[src/rtl/cfg_retry_pkg.sv]
package cfg_retry_pkg;

  localparam logic [2:0] CPL_SUCCESS = 3'd0;
  localparam logic [2:0] CPL_RETRY   = 3'd2;

  localparam logic [1:0] RSP_OK      = 2'd0;
  localparam logic [1:0] RSP_ERR     = 2'd1;
  localparam logic [1:0] RSP_TIMEOUT = 2'd2;

  typedef enum logic [2:0] {
    ST_IDLE,
    ST_SEND,
    ST_WAIT,
    ST_GAP,
    ST_RESP
  } ctlState_e;

  typedef struct packed {
    logic latchReq;
    logic clrRetry;
    logic incRetry;
    logic loadGap;
    logic decGap;
    logic rspCpl;
    logic rspVendor;
    logic rspOnesErr;
    logic rspOnesTimeout;
  } dpStrobe_t;

endpackage

[src/rtl/cfg_retry_dp.sv]
module cfg_retry_dp
  import cfg_retry_pkg::*;
#(
  parameter int TGT_W   = 16,
  parameter int OFF_W   = 12,
  parameter int DATA_W  = 32,
  parameter int GAP_W   = 16,
  parameter int RETRY_W = 8
) (
  input  logic                clk,
  input  logic                rstN,
  input  dpStrobe_t           strobe,
  input  logic [GAP_W-1:0]    retryGap,
  input  logic [RETRY_W-1:0]  retryLimit,
  input  logic                reqWrite,
  input  logic [TGT_W-1:0]    reqTarget,
  input  logic [OFF_W-1:0]    reqOffset,
  input  logic [DATA_W/8-1:0] reqBe,
  input  logic [DATA_W-1:0]   reqWdata,
  input  logic [DATA_W-1:0]   cplData,
  output logic                isWrite,
  output logic                isOffsetZero,
  output logic                retryExhausted,
  output logic                gapDone,
  output logic [TGT_W-1:0]    txTarget,
  output logic [OFF_W-1:0]    txOffset,
  output logic [DATA_W/8-1:0] txBe,
  output logic [DATA_W-1:0]   txWdata,
  output logic [DATA_W-1:0]   rspData,
  output logic [1:0]          rspStatus
);

  localparam int BE_W = DATA_W / 8;
  localparam logic [RETRY_W-1:0] RETRY_ONE = RETRY_W'(1);
  localparam logic [GAP_W-1:0]   GAP_ONE   = GAP_W'(1);
  localparam logic [DATA_W-1:0]  ALL_ONES  = '1;
  localparam logic [DATA_W-1:0]  VENDOR_WORD = {{(DATA_W-16){1'b1}}, 16'h0001};

  logic                writeQ;
  logic [TGT_W-1:0]    targetQ;
  logic [OFF_W-1:0]    offsetQ;
  logic [BE_W-1:0]     beQ;
  logic [DATA_W-1:0]   wdataQ;
  logic [RETRY_W-1:0]  retryCnt;
  logic [GAP_W-1:0]    gapCnt;
  logic [DATA_W-1:0]   rspDataQ;
  logic [1:0]          rspStatusQ;

  // request capture; held for every re-send
  always_ff @(posedge clk or negedge rstN) begin
    if (!rstN) begin
      writeQ  <= 1'b0;
      targetQ <= '0;
      offsetQ <= '0;
      beQ     <= '0;
      wdataQ  <= '0;
    end else if (strobe.latchReq) begin
      writeQ  <= reqWrite;
      targetQ <= reqTarget;
      offsetQ <= reqOffset;
      beQ     <= reqBe;
      wdataQ  <= reqWdata;
    end
  end

  // retry count
  always_ff @(posedge clk or negedge rstN) begin
    if (!rstN)                retryCnt <= '0;
    else if (strobe.clrRetry) retryCnt <= '0;
    else if (strobe.incRetry) retryCnt <= retryCnt + RETRY_ONE;
  end

  // pause between CRS and re-send
  always_ff @(posedge clk or negedge rstN) begin
    if (!rstN)               gapCnt <= '0;
    else if (strobe.loadGap) gapCnt <= retryGap;
    else if (strobe.decGap)  gapCnt <= gapCnt - GAP_ONE;
  end

  // final response
  always_ff @(posedge clk or negedge rstN) begin
    if (!rstN) begin
      rspDataQ   <= '0;
      rspStatusQ <= RSP_OK;
    end else if (strobe.rspCpl) begin
      rspDataQ   <= cplData;
      rspStatusQ <= RSP_OK;
    end else if (strobe.rspVendor) begin
      rspDataQ   <= VENDOR_WORD;
      rspStatusQ <= RSP_OK;
    end else if (strobe.rspOnesErr) begin
      rspDataQ   <= ALL_ONES;
      rspStatusQ <= RSP_ERR;
    end else if (strobe.rspOnesTimeout) begin
      rspDataQ   <= ALL_ONES;
      rspStatusQ <= RSP_TIMEOUT;
    end
  end

  assign isWrite        = writeQ;
  assign isOffsetZero   = (offsetQ[OFF_W-1:2] == '0);
  assign retryExhausted = (retryCnt >= retryLimit);
  assign gapDone        = (gapCnt == '0);
  assign txTarget       = targetQ;
  assign txOffset       = offsetQ;
  assign txBe           = beQ;
  assign txWdata        = wdataQ;
  assign rspData        = rspDataQ;
  assign rspStatus      = rspStatusQ;

  // the control never asks for a retry beyond the limit
  p_retry_bound_r10: assert property (@(posedge clk) disable iff (!rstN)
    strobe.incRetry |-> (retryCnt < retryLimit));

  // an error strobe yields all ones with error status
  p_err_ones_r11: assert property (@(posedge clk) disable iff (!rstN)
    strobe.rspOnesErr |=> (rspDataQ == ALL_ONES) && (rspStatusQ == RSP_ERR));

  // the visible CRS case yields the vendor word with OK status
  p_vendor_word_r8: assert property (@(posedge clk) disable iff (!rstN)
    strobe.rspVendor |=> (rspDataQ == VENDOR_WORD) && (rspStatusQ == RSP_OK));

endmodule

[src/rtl/cfg_retry_ctrl.sv]
module cfg_retry_ctrl
  import cfg_retry_pkg::*;
(
  input  logic       clk,
  input  logic       rstN,
  input  logic       crsVisEn,
  input  logic       reqValid,
  input  logic       txReady,
  input  logic       rspReady,
  input  logic       cplValid,
  input  logic [2:0] cplStatus,
  input  logic       isWrite,
  input  logic       isOffsetZero,
  input  logic       retryExhausted,
  input  logic       gapDone,
  output logic       reqReady,
  output logic       txValid,
  output logic       rspValid,
  output dpStrobe_t  strobe
);

  ctlState_e state, stateNext;
  logic cplRetry;
  logic visibleCase;

  assign cplRetry    = (cplStatus == CPL_RETRY);
  assign visibleCase = crsVisEn && !isWrite && isOffsetZero;

  always_comb begin
    stateNext = state;
    strobe    = '0;
    unique case (state)
      ST_IDLE: begin
        if (reqValid) begin
          strobe.latchReq = 1'b1;
          strobe.clrRetry = 1'b1;
          stateNext       = ST_SEND;
        end
      end
      ST_SEND: begin
        if (txReady) stateNext = ST_WAIT;
      end
      ST_WAIT: begin
        if (cplValid) begin
          if (cplRetry) begin
            if (visibleCase) begin
              strobe.rspVendor = 1'b1;
              stateNext        = ST_RESP;
            end else if (retryExhausted) begin
              strobe.rspOnesTimeout = 1'b1;
              stateNext             = ST_RESP;
            end else begin
              strobe.incRetry = 1'b1;
              strobe.loadGap  = 1'b1;
              stateNext       = ST_GAP;
            end
          end else if (cplStatus == CPL_SUCCESS) begin
            strobe.rspCpl = 1'b1;
            stateNext     = ST_RESP;
          end else begin
            strobe.rspOnesErr = 1'b1;
            stateNext         = ST_RESP;
          end
        end
      end
      ST_GAP: begin
        if (gapDone) stateNext = ST_SEND;
        else         strobe.decGap = 1'b1;
      end
      ST_RESP: begin
        if (rspReady) stateNext = ST_IDLE;
      end
      default: stateNext = ST_IDLE;
    endcase
  end

  always_ff @(posedge clk or negedge rstN) begin
    if (!rstN) state <= ST_IDLE;
    else       state <= stateNext;
  end

  assign reqReady = (state == ST_IDLE);
  assign txValid  = (state == ST_SEND);
  assign rspValid = (state == ST_RESP);

  // an offered request is not withdrawn
  p_tx_hold_r3: assert property (@(posedge clk) disable iff (!rstN)
    txValid && !txReady |=> txValid);

  // visible CRS on a Vendor ID read answers on the next cycle
  p_visible_resp_r8: assert property (@(posedge clk) disable iff (!rstN)
    (state == ST_WAIT) && cplValid && cplRetry && visibleCase |=> rspValid);

  // non-CRS failure answers on the next cycle without a re-send
  p_err_resp_r11: assert property (@(posedge clk) disable iff (!rstN)
    (state == ST_WAIT) && cplValid && !cplRetry && (cplStatus != CPL_SUCCESS)
      |=> rspValid && !txValid);

endmodule

[src/rtl/cfg_retry_engine.sv]
module cfg_retry_engine
  import cfg_retry_pkg::*;
#(
  parameter int TGT_W   = 16,
  parameter int OFF_W   = 12,
  parameter int DATA_W  = 32,
  parameter int GAP_W   = 16,
  parameter int RETRY_W = 8
) (
  input  logic                clk,
  input  logic                rstN,
  input  logic                crsVisEn,
  input  logic [GAP_W-1:0]    retryGap,
  input  logic [RETRY_W-1:0]  retryLimit,
  input  logic                reqValid,
  output logic                reqReady,
  input  logic                reqWrite,
  input  logic [TGT_W-1:0]    reqTarget,
  input  logic [OFF_W-1:0]    reqOffset,
  input  logic [DATA_W/8-1:0] reqBe,
  input  logic [DATA_W-1:0]   reqWdata,
  output logic                rspValid,
  input  logic                rspReady,
  output logic [DATA_W-1:0]   rspData,
  output logic [1:0]          rspStatus,
  output logic                txValid,
  input  logic                txReady,
  output logic                txWrite,
  output logic [TGT_W-1:0]    txTarget,
  output logic [OFF_W-1:0]    txOffset,
  output logic [DATA_W/8-1:0] txBe,
  output logic [DATA_W-1:0]   txWdata,
  input  logic                cplValid,
  input  logic [2:0]          cplStatus,
  input  logic [DATA_W-1:0]   cplData
);

  dpStrobe_t strobe;
  logic isOffsetZero;
  logic retryExhausted;
  logic gapDone;

  cfg_retry_ctrl uCtrl (
    .clk            (clk),
    .rstN           (rstN),
    .crsVisEn       (crsVisEn),
    .reqValid       (reqValid),
    .txReady        (txReady),
    .rspReady       (rspReady),
    .cplValid       (cplValid),
    .cplStatus      (cplStatus),
    .isWrite        (txWrite),
    .isOffsetZero   (isOffsetZero),
    .retryExhausted (retryExhausted),
    .gapDone        (gapDone),
    .reqReady       (reqReady),
    .txValid        (txValid),
    .rspValid       (rspValid),
    .strobe         (strobe)
  );

  cfg_retry_dp #(
    .TGT_W   (TGT_W),
    .OFF_W   (OFF_W),
    .DATA_W  (DATA_W),
    .GAP_W   (GAP_W),
    .RETRY_W (RETRY_W)
  ) uDp (
    .clk            (clk),
    .rstN           (rstN),
    .strobe         (strobe),
    .retryGap       (retryGap),
    .retryLimit     (retryLimit),
    .reqWrite       (reqWrite),
    .reqTarget      (reqTarget),
    .reqOffset      (reqOffset),
    .reqBe          (reqBe),
    .reqWdata       (reqWdata),
    .cplData        (cplData),
    .isWrite        (txWrite),
    .isOffsetZero   (isOffsetZero),
    .retryExhausted (retryExhausted),
    .gapDone        (gapDone),
    .txTarget       (txTarget),
    .txOffset       (txOffset),
    .txBe           (txBe),
    .txWdata        (txWdata),
    .rspData        (rspData),
    .rspStatus      (rspStatus)
  );

  // stored request fields only change on an acceptance
  p_fields_stable_r5: assert property (@(posedge clk) disable iff (!rstN)
    !reqReady |=> $stable({txWrite, txTarget, txOffset, txBe, txWdata}));

  // a pending response holds
  p_rsp_hold_r12: assert property (@(posedge clk) disable iff (!rstN)
    rspValid && !rspReady |=> rspValid && $stable(rspData) && $stable(rspStatus));

  // no new acceptance while a transaction is in flight
  p_single_r2: assert property (@(posedge clk) disable iff (!rstN)
    rspValid |-> !reqReady);

endmodule

[config.mk]
export PLATFORM = sky130hd
export DESIGN_NAME = cfg_retry_engine
export DESIGN_NICKNAME = d
export VERILOG_FILES = /design/src/rtl/cfg_retry_pkg.sv /design/src/rtl/cfg_retry_dp.sv /design/src/rtl/cfg_retry_ctrl.sv /design/src/rtl/cfg_retry_engine.sv
export SDC_FILE = /design/constraint.sdc
export NUM_CORES = 1
export LEC_CHECK = 0
export ABC_AREA = 1
export CAP_MARGIN = 20
export CORE_MARGIN = 4
export CORE_UTILIZATION = 40
export CTS_CLUSTER_SIZE = 10
export DETAILED_ROUTE_END_ITERATION = 7
export PLACE_DENSITY = 0.89
export REMOVE_ABC_BUFFERS = 1
export SYNTH_ARGS = -nofsm -noshare
export SYNTH_HDL_FRONTEND = slang
export SYNTH_SLANG_ARGS = --single-unit
[constraint.sdc]
create_clock -name clk -period 1.72 [get_ports clk]
set_clock_uncertainty 0.1 [all_clocks]
set_input_delay 0.344 -clock clk [delete_from_list [all_inputs] [get_ports clk]]
set_output_delay 0.344 -clock clk [all_outputs]
set_load 0.1 [all_outputs]
# Word-level counts from Yosys, hierarchy flattened
# Index checks and enable logic that the tools add are counted.
[word_totals] register_bits=126
[op_classes] n_addsub=2 magnitude_cmp=1 n_eq_ne=10 n_mux=41 n_reduce_logical=11
[op_table] operator="$mux 32" n=4
[op_table] operator="$mux 16" n=2
[op_table] operator="$mux 3" n=8
[op_table] operator="$mux 2" n=11
[op_table] operator="$logic_not 16->1" n=1
[op_table] operator="$mux 8" n=2
[op_table] operator="$sub 16x1->16 const B" n=1
[op_table] operator="$pmux 3 s5" n=1
[op_table] operator="$mux 1" n=11
[op_table] operator="$logic_not 10->1" n=1
[op_table] operator="$eq 3x2->1 const B" n=3
[op_table] operator="$add 8x1->8 const B" n=1
[op_table] operator="$ge 8x8->1" n=1
[op_table] operator="$mux 4" n=2
[op_table] operator="$logic_not 3->1" n=2
[op_table] operator="$ne 2x2->1 const B" n=3
[op_table] operator="$reduce_and 5->1" n=1
[op_table] operator="$ne 2x1->1 const B" n=2
[op_table] operator="$reduce_bool 2->1" n=2
[op_table] operator="$reduce_bool 4->1" n=1
[op_table] operator="$eq 3x1->1 const B" n=1
[op_table] operator="$eq 3x3->1 const B" n=1
[op_table] operator="$logic_and 1x1->1" n=2
[op_table] operator="$logic_not 1->1" n=1

# Longest topological paths before layout
# Gate-level depths: netlist of run 1.
[depth] depth_word=11 ltp_mapped=14 mapped_depth_nobuf=13

# Cells and area by module
# A second synthesis of run 1 with hierarchy kept.
[unflattened] hier_cells=577 hier_area_um2=5845.6
[modules_own_cells] mod="cfg_retry_dp" n_inst=1 cells_per_inst=517 area_per_inst_um2=5509.0 seq_area_each_um2=3078.0
[modules_own_cells] mod="cfg_retry_ctrl" n_inst=1 cells_per_inst=60 area_per_inst_um2=336.6 seq_area_each_um2=75.1

# Least setup slack after synthesis of run 1
# No wires, ideal clock.
[synth_path] path_kind="register to register" start="reg uCtrl.state[0]" end="reg uCtrl.state[1]" setup_time_ns=0.125 arrival_time_ns=3.156 required_ns=1.495 slack_ns=-1.661 stages_incl_launch_ff=9 n_path_buf=0 cell_sequence="dfrtp_1 > nor3_1 > nand2_1 > o21ai_0 > nor3_1 > nand2_1 > inv_1 > o21ai_0 > nand2_1"
[synth_via] elab_chain_len=3
[synth_lines] element="start, declared" line_no="cfg_retry_ctrl.sv:22" rtl="ctlState_e state, stateNext;"
[synth_lines] element="start signal, assigned" line_no="cfg_retry_ctrl.sv:79" rtl="else state <= stateNext;"
[synth_lines] element="$eq 3x3->1 (*)"
[synth_lines] element="net rspValid" line_no="cfg_retry_engine.sv:22" rtl="output logic rspValid,"
[synth_lines] element="$ne 2x1->1 (no source line)"
[synth_lines] element="$reduce_and 5->1 (no source line)"
# The timed path passes the listed nets; every way through them passes the cells marked *.
# A chain may end at the register's enable or synchronous reset.

# Worst setup path in the final report of run 1
[layout_path] start="reg uDp.retryCnt[0]" end="reg uDp.rspDataQ[25], in the netlist uDp.rspData[25]"
[layout_via] elab_chain_len=7
[layout_lines] element="start, declared" line_no="cfg_retry_dp.sv:44" rtl="logic [RETRY_W-1:0] retryCnt;"
[layout_lines] element="start signal, assigned" line_no="cfg_retry_dp.sv:70" rtl="else if (strobe.incRetry) retryCnt <= retryCnt + RETRY_ONE;"
[layout_lines] element="$ge 8x8->1" line_no="cfg_retry_dp.sv:102" rtl="assign retryExhausted = (retryCnt >= retryLimit);"
[layout_lines] element="$mux 1" line_no="cfg_retry_ctrl.sv:49" rtl="end else if (retryExhausted) begin"
[layout_lines] element="$mux 1" line_no="cfg_retry_ctrl.sv:46" rtl="if (visibleCase) begin"
[layout_lines] element="$mux 1" line_no="cfg_retry_ctrl.sv:45" rtl="if (cplRetry) begin"
[layout_lines] element="$mux 4" line_no="cfg_retry_ctrl.sv:44" rtl="if (cplValid) begin"
[layout_lines] element="$mux 4" line_no="cfg_retry_ctrl.sv:32" rtl="unique case (state)"
[layout_lines] element="$reduce_bool 4->1 (no source line)"
[layout_lines] element="end signal, assigned" line_no="cfg_retry_dp.sv:86" rtl="rspDataQ <= cplData;"
[layout_lines] element="end, declared" line_no="cfg_retry_dp.sv:46" rtl="logic [DATA_W-1:0] rspDataQ;"
# No other way between the ends.

==> results.md, run 1 <==
* Antenna violations before repair at 0
* Worst Hold Class: in2async
* Worst Max-Slew Pin Slew at between 0.5 and 0.6 ns
* Clock Path Buffers at 2
* Root Driver: clkbuf_16
* Netlist Area Pre-Place at 0.00587 mm2
* Total number of vias at 5,908
* Slew headroom at 0.636
* CP required at 1.92 ns
* Highest clock rate at between 400 and 500 MHz
* Number of global-route vias before repair at approximately 6,200
* Fillers at 746
* WL/cell at ~22 um
* Crit path time final at roughly 2 ns
* Clock Latency Late Sink at approximately 0.42 ns
* Row count at 44
* ANT cells at 0
* Final Hold Viols at 0
* Total gr overflow at 0
* Synth Instances at 592
* Iter 0 DRT Violations at 406
* Mean Syn Cell Area at ~10 um2
* Core area at 0.0145 mm2
* CP endpoint kind: flop
* MaxCap Viol Count at 0
* Crit Path Max Fanout at 12
* Avg Vias per Cell at 5.34
* Async S/R FF share, synth at 1.00
* # DRC at 0
* Synth area leader: dfrtp_1
* Area share of the largest cell type after synthesis at 0.537
* PortBufs at 232
* Clk pin slew, worst setup/hold paths at 0.07 ns
* WS Path Type: reg2reg
* Ys flop type: dfrtp_1
* Largest net degree at the start of global routing at 41
* H-tree Lvls at 4
* Layout cells sized above 1 at 0.447
* Die Width at 129 um
* Drt pass-1 iters at 5
* Synth Register Bits at 126
* Final Cycle Share at 1.20
* Finished Core Util at 0.786
* CTS tree: yes
* GRT Total Usage at 0.258
* Library cells used by synthesis at 33
* RSZ-0062 raised after global routing: true
* Routed Antenna Nets at 0
* Die height at 129 um
* I/O pin cnt at 233
* Slew Limit Fails at 0
* Area delta synth->final at 93.8%
* Multi-input gate area at 0.00300 mm2
* Initial core utilization at 0.405
* Number of synthesized flops with an enable pin at 0
* Post-DP HPWL at around 15,000 um
* Final Net Count at about 1,100
* Syn. warnings at 0
* CTS Sinks at 126
* Top post-synthesis cells by area: dfrtp_1 (54%), mux2_2 (12%), nor2_1 (8.1%), nand2_1 (5.1%), nand3_1 (4.2%)
* Fin worst setup slack at -0.339 ns
* Status: complete, but fails checks
* Register area at around 0.0032 mm2
* Critical Path Start Type: flop
* Cts bufs inserted at 17
* Placer Congestion at 0.855
* Die area at 0.0167 mm2
* First-pass GRT wire length at approximately 33,000 um
* Sequential share of the synthesized area at 0.537
* WP data arrival at 2.26 ns
* Routed WL at 24,600 um
* Setup violators final at 83
* Failing checks: setup timing
## synthesized netlist by cell type, drive strengths merged, types with 2 or more instances
cell,instances
xnor2,5
buf,18
nor3,5
dfrtp,126
o21ai,8
ha,10
nor2,135
nand4,13
nand2,84
inv,40
xor2,7
mux2,65
a21oi,19
o211ai,2
nand3,51
## metrics by stage
step           instances  instance area (um2)  TNS, ns  setup slack [ns]  hold slack (ns)
2_1_floorplan        573                 5740  -163.90             -1.92          -0.0516
3_3_place_gp        1055                 9910   -41.79            -0.668            0.178
3_5_place_dp        1055                 9910   -47.58            -0.787            0.182
4_1_cts             1093                10700   -10.64            -0.216            0.259
5_1_grt             1106                11400   -23.09            -0.426            0.293
6_report            1106                11400   -17.12            -0.339            0.277
## registers in the layout, summed over array words and instances (netlist names)
register / cells
uDp.rspStatus: 2
uDp.isWrite: 1
uDp.retryCnt: 8
uDp.txOffset: 12
uCtrl.state: 3
uDp.txTarget: 16
uDp.rspData: 32
uDp.gapCnt: 16
uDp.txBe: 4
uDp.txWdata: 32
## layout by cell type, fill, tap and decap left out, drive strengths merged
cell and n:
nand4 13, clkdlybuf4s50 126, nor3 5, ha 10, clkinv 4, o211ai 2, dlygate4sd3 1, nor2 135
nand3 51, dlymetal6s2s 2, xnor2 5, bufinv 1, and2 1, a21oi 19, xor2 7, dlygate4sd2 1
inv 42, clkbuf 27, dfrtp 126, nand2 85, o31ai 1, o21ai 8, buf 180, clkinvlp 4
or2 1, mux2 65
## kinds of logic after synthesis
group                      after synthesis  share of synthesized area
muxes                                   65                      0.125
AOI/OAI and AO/OA                       30                     0.0296
DFF                                    126                      0.537
buffers and inverters                   59                     0.0484
and+or+nand+nor                        290                      0.221
adders and majority gates               10                     0.0213
xor gates and xnor gates                12                     0.0179
## critical path: stages, from the launching register on
cell       delay [ns]
dfrtp_1          0.40
inv_2            0.10
ha_4             0.20
nand2_1          0.11
nor2_4           0.03
nor2_1           0.08
nand2_1          0.11
nand2_2          0.14
nand3_4          0.14
nand2_4          0.12
inv_6            0.05
clkbuf_16        0.18
nor2_2           0.11
nor2_1           0.06
## routing by layer
metal / vias to the layer above / global-route usage / share of wire
met5: - / 0 / 0
met1: 2882 / 0.272 / 0.34
met2: 352 / 0.463 / 0.54
met3: 91 / 0.0833 / 0.079
li1: 2583 / - / -
met4: 0 / 0.130 / 0.044
## path summary, 6_finish.rpt
path	startpoint	end	slack, ns	cells past startpoint
setup reg to reg	uDp.retryCnt[0]	uDp.rspData[25]	-0.34	13
hold / removal	rstN	uDp.txTarget[1]	0.28	2
setup / recovery	uDp.retryCnt[0]	uDp.rspData[25]	-0.34	13
min in group clk	cplData[0]	uDp.rspData[0]	0.42	3
hold reg to reg	uDp.rspStatus[1]	uDp.rspStatus[1]	0.46	2
max in group asynchronous	rstN	uCtrl.state[1]	0.68	3
## timing repair
item | in CTS | in global routing
hold endpoints to repair | 18 | 0
gates cloned | 0 | 10
pin swaps | 10 | 29
buffers inserted | 6 | 4
gates resized for setup | 41 | 117
setup endpoints to repair | 64 | 129
hold buffers | 1 | 0
## cell type report
cell class,instances,area share
Timing Repair Buffer,317,0.375
Clock inverter,11,0.00957
Sequential cell,126,0.277
Inverter,40,0.0139
Clock buffer,20,0.0410
Tap cell,184,0.0202
Multi-Input combinational cell,408,0.263
Power of run 1 is not shown: default switching activity piles up to over one toggle a cycle in this logic, so the estimate is an artifact.
==> run 2, diff against run 1 <==
--- a/config.mk
+++ b/config.mk
@@ -7,11 +7,14 @@
 export LEC_CHECK = 0
 export ABC_AREA = 1
 export CAP_MARGIN = 20
+export CELL_PAD_IN_SITES_DETAIL_PLACEMENT = 1
+export CELL_PAD_IN_SITES_GLOBAL_PLACEMENT = 2
 export CORE_MARGIN = 4
-export CORE_UTILIZATION = 40
+export CORE_UTILIZATION = 23
 export CTS_CLUSTER_SIZE = 10
 export DETAILED_ROUTE_END_ITERATION = 7
-export PLACE_DENSITY = 0.89
+export GPL_ROUTABILITY_DRIVEN = 0
+export PLACE_DENSITY = 0.87
 export REMOVE_ABC_BUFFERS = 1
 export SYNTH_ARGS = -nofsm -noshare
 export SYNTH_HDL_FRONTEND = slang
==> results.md, run 2 (same netlist as run 1, synthesis figures left out) <==
* Die area at 0.0281 mm2 (+69%)
* Met2 GRT Util at 0.280 (-0.182)
* CP required at 1.97 ns (+0.05 ns)
* Fillers at 2,632 (+250%)
* Hold WS at 0.356 ns (+0.0783 ns)
* Avg Vias per Cell at 4.40 (-18%)
* Final Cycle Share at 1.11 (-0.0879)
* Buffers and inverters on the worst path at 2 (-1)
* Drt pass-1 iters at 4 (-1)
* Busiest grt layer: met2
* Layout cells sized above 1 at 0.434 (-0.0130)
* CP top delay family: simple AND/OR/NAND/NOR gates
* Final Net Count at 1,066 (+1.4%)
* Crit path time final at 1.91 ns (-0.151 ns)
* WL/cell at 19.3 um (-13%)
* Antenna violations before repair at 1 (+1)
* Total number of vias at 5,578 (-5.6%)
* Slew headroom at 0.652 (+0.0168)
* MaxCap Viol Count at 0 (unchanged)
* Register area at 0.00316 mm2 (about the same)
* # DRC at 0 (unchanged)
* Post-DP HPWL at 16,900 um (+12%)
* Routed WL at 24,400 um (-0.44%)
* CTS Sinks at 126 (unchanged)
* Critical path cell sequence: ha_4 -> nand2_4 -> nor2_4 -> nor2_2 -> nand2_2 -> nand2_4 -> nand3_4 -> nand2_4 -> inv_8 -> clkbuf_16 -> nor2_4 -> nor2_2
* Routed Antenna Nets at 0 (unchanged)
* Status: complete, but fails checks
* I/O pin cnt at 233 (unchanged)
* Core area at 0.0252 mm2 (+74%)
* Fin worst setup slack at -0.188 ns (+0.151 ns)
* Setup violators final at 83 (unchanged)
* Most frequent cells in the layout: clkdlybuf4s50_1 (126), dfrtp_1 (123), buf_12 (112)
* Highest clock rate at 524 MHz (+7.9%)
* Die Width at 168 um (+30%)
* RSZ-0062 raised after global routing: true
* Clk pin slew, worst setup/hold paths at 0.06 ns (about the same)
* Area delta synth->final at 98.7%
* First-pass GRT wire length at 35,500 um (+8.7%)
* PortBufs at 232 (unchanged)
* Clock Path Buffers at 2 (unchanged)
* Commonest non-fill, non-tap cell in the layout: clkdlybuf4s50_1
* Row count at 58 (+32%)
* WS Path Type: reg2reg
* Slowest CP cell: dfrtp_2
* Crit Path Max Fanout at 6 (-6)
* Root Driver: clkbuf_16
* Critical Path Start Type: flop
* Worst Max-Slew Pin Slew at 0.520 ns (-0.0252 ns)
* Multi-input gate area at 0.00287 mm2 (-4.2%)
* Met3 usage at 0.0822 (-0.00111)
* Largest stage delay, worst path at 0.43 ns (+0.03 ns)
* Die height at 168 um (+30%)
* CP endpoint kind: flop
* CP dominant cell by count: nand2_4
* Worst Hold Class: in2async
* Number of global-route vias before repair at 6,293 (+2.2%)
* Clock Latency Late Sink at 0.43 ns (about the same)
* H-tree Lvls at 4 (unchanged)
* Failing checks: setup timing
* Final Hold Viols at 0 (unchanged)
* Slew Limit Fails at 0 (unchanged)
* ANT cells at 0 (unchanged)
* Iter 0 DRT Violations at 196 (-52%)
* Total gr overflow at 0 (unchanged)
* Initial core utilization at 0.233 (-0.172)
* Largest net degree at the start of global routing at 82 (+100%)
* WP data arrival at 2.16 ns (-0.10 ns)
* Setup TNS at -8.63 ns (+8.49 ns)
* GR Util met1 at 0.175 (-0.0972)
* R2R Setup Slk at -0.19 ns (+0.15 ns)
* Cts bufs inserted at 17 (unchanged)
* CTS tree: yes
* GRT Total Usage at 0.162 (-0.0966)
[run 2: cell types whose count changed in the layout (fill, tap and decap cells not counted), sizes merged]
cell	change
buf	+14
bufinv	+2
clkbuf	-1
clkinv	+1
clkinvlp	-3
dlygate4sd2	-1
dlymetal6s2s	+1
inv	+3
[run 2: final timing paths]
kind	endpoint	depth (start not counted)	startpoint
max reg2reg	uDp.rspData[29]	12	uDp.retryCnt[2]
min in group clk	uDp.rspData[17]	3	cplData[17]
min	uDp.gapCnt[12]	3	rstN
min reg2reg	uDp.gapCnt[0]	2	uDp.gapCnt[0]
max	uDp.rspData[29]	12	uDp.retryCnt[2]
max in group asynchronous	uDp.rspData[25]	3	rstN
[run 2: layout make-up]
class,instances,area share
repair buffers,332,0.382
flip-flops and latches,126,0.271
multi-input cells,408,0.246
clock buffers,18,0.0368
well taps,330,0.0354
clock inverters,14,0.0156
inverters,40,0.0137
[run 2: what timing repair did]
| action | in CTS | in global routing |
|---|---|---|
| gates resized for setup | 46 | 90 |
| endpoints found under the hold margin | 126 | 0 |
| endpoints found under the setup margin | 64 | 129 |
| hold buffers | 1 | 0 |
| cloned | 0 | 14 |
| pin swaps | 13 | 13 |
| setup buffers | 8 | 8 |
[run 2: through the flow]
| stage | setup WS, ns | utilization | instances | instance area [um2] |
|---|---|---|---|---|
| after floorplan | -1.92 | - | 573 | 5740 |
| after global placement | -0.742 | 0.403 | 1206 | 10100 |
| after detailed placement | -0.781 | 0.403 | 1206 | 10100 |
| after CTS | -0.243 | 0.436 | 1247 | 11000 |
| after global routing | -0.292 | 0.463 | 1268 | 11700 |
| final | -0.188 | 0.463 | 1268 | 11700 |
[run 2: routing by layer]
layer  part of all wire  vias up
met3              0.098       22
met2               0.52      187
met5            0.00053        -
met4              0.015        2
li1                   -     2615
met1               0.37     2752
[run 2: worst reg2reg max path: stages, from the launching register on]
cell	delay, ns
dfrtp_2	0.43
ha_4	0.28
nand2_4	0.05
nor2_4	0.10
nor2_2	0.04
nand2_2	0.10
nand2_4	0.08
nand3_4	0.14
nand2_4	0.09
inv_8	0.10
clkbuf_16	0.18
nor2_4	0.04
nor2_2	0.12
Power of run 2 is left out for the same reason.
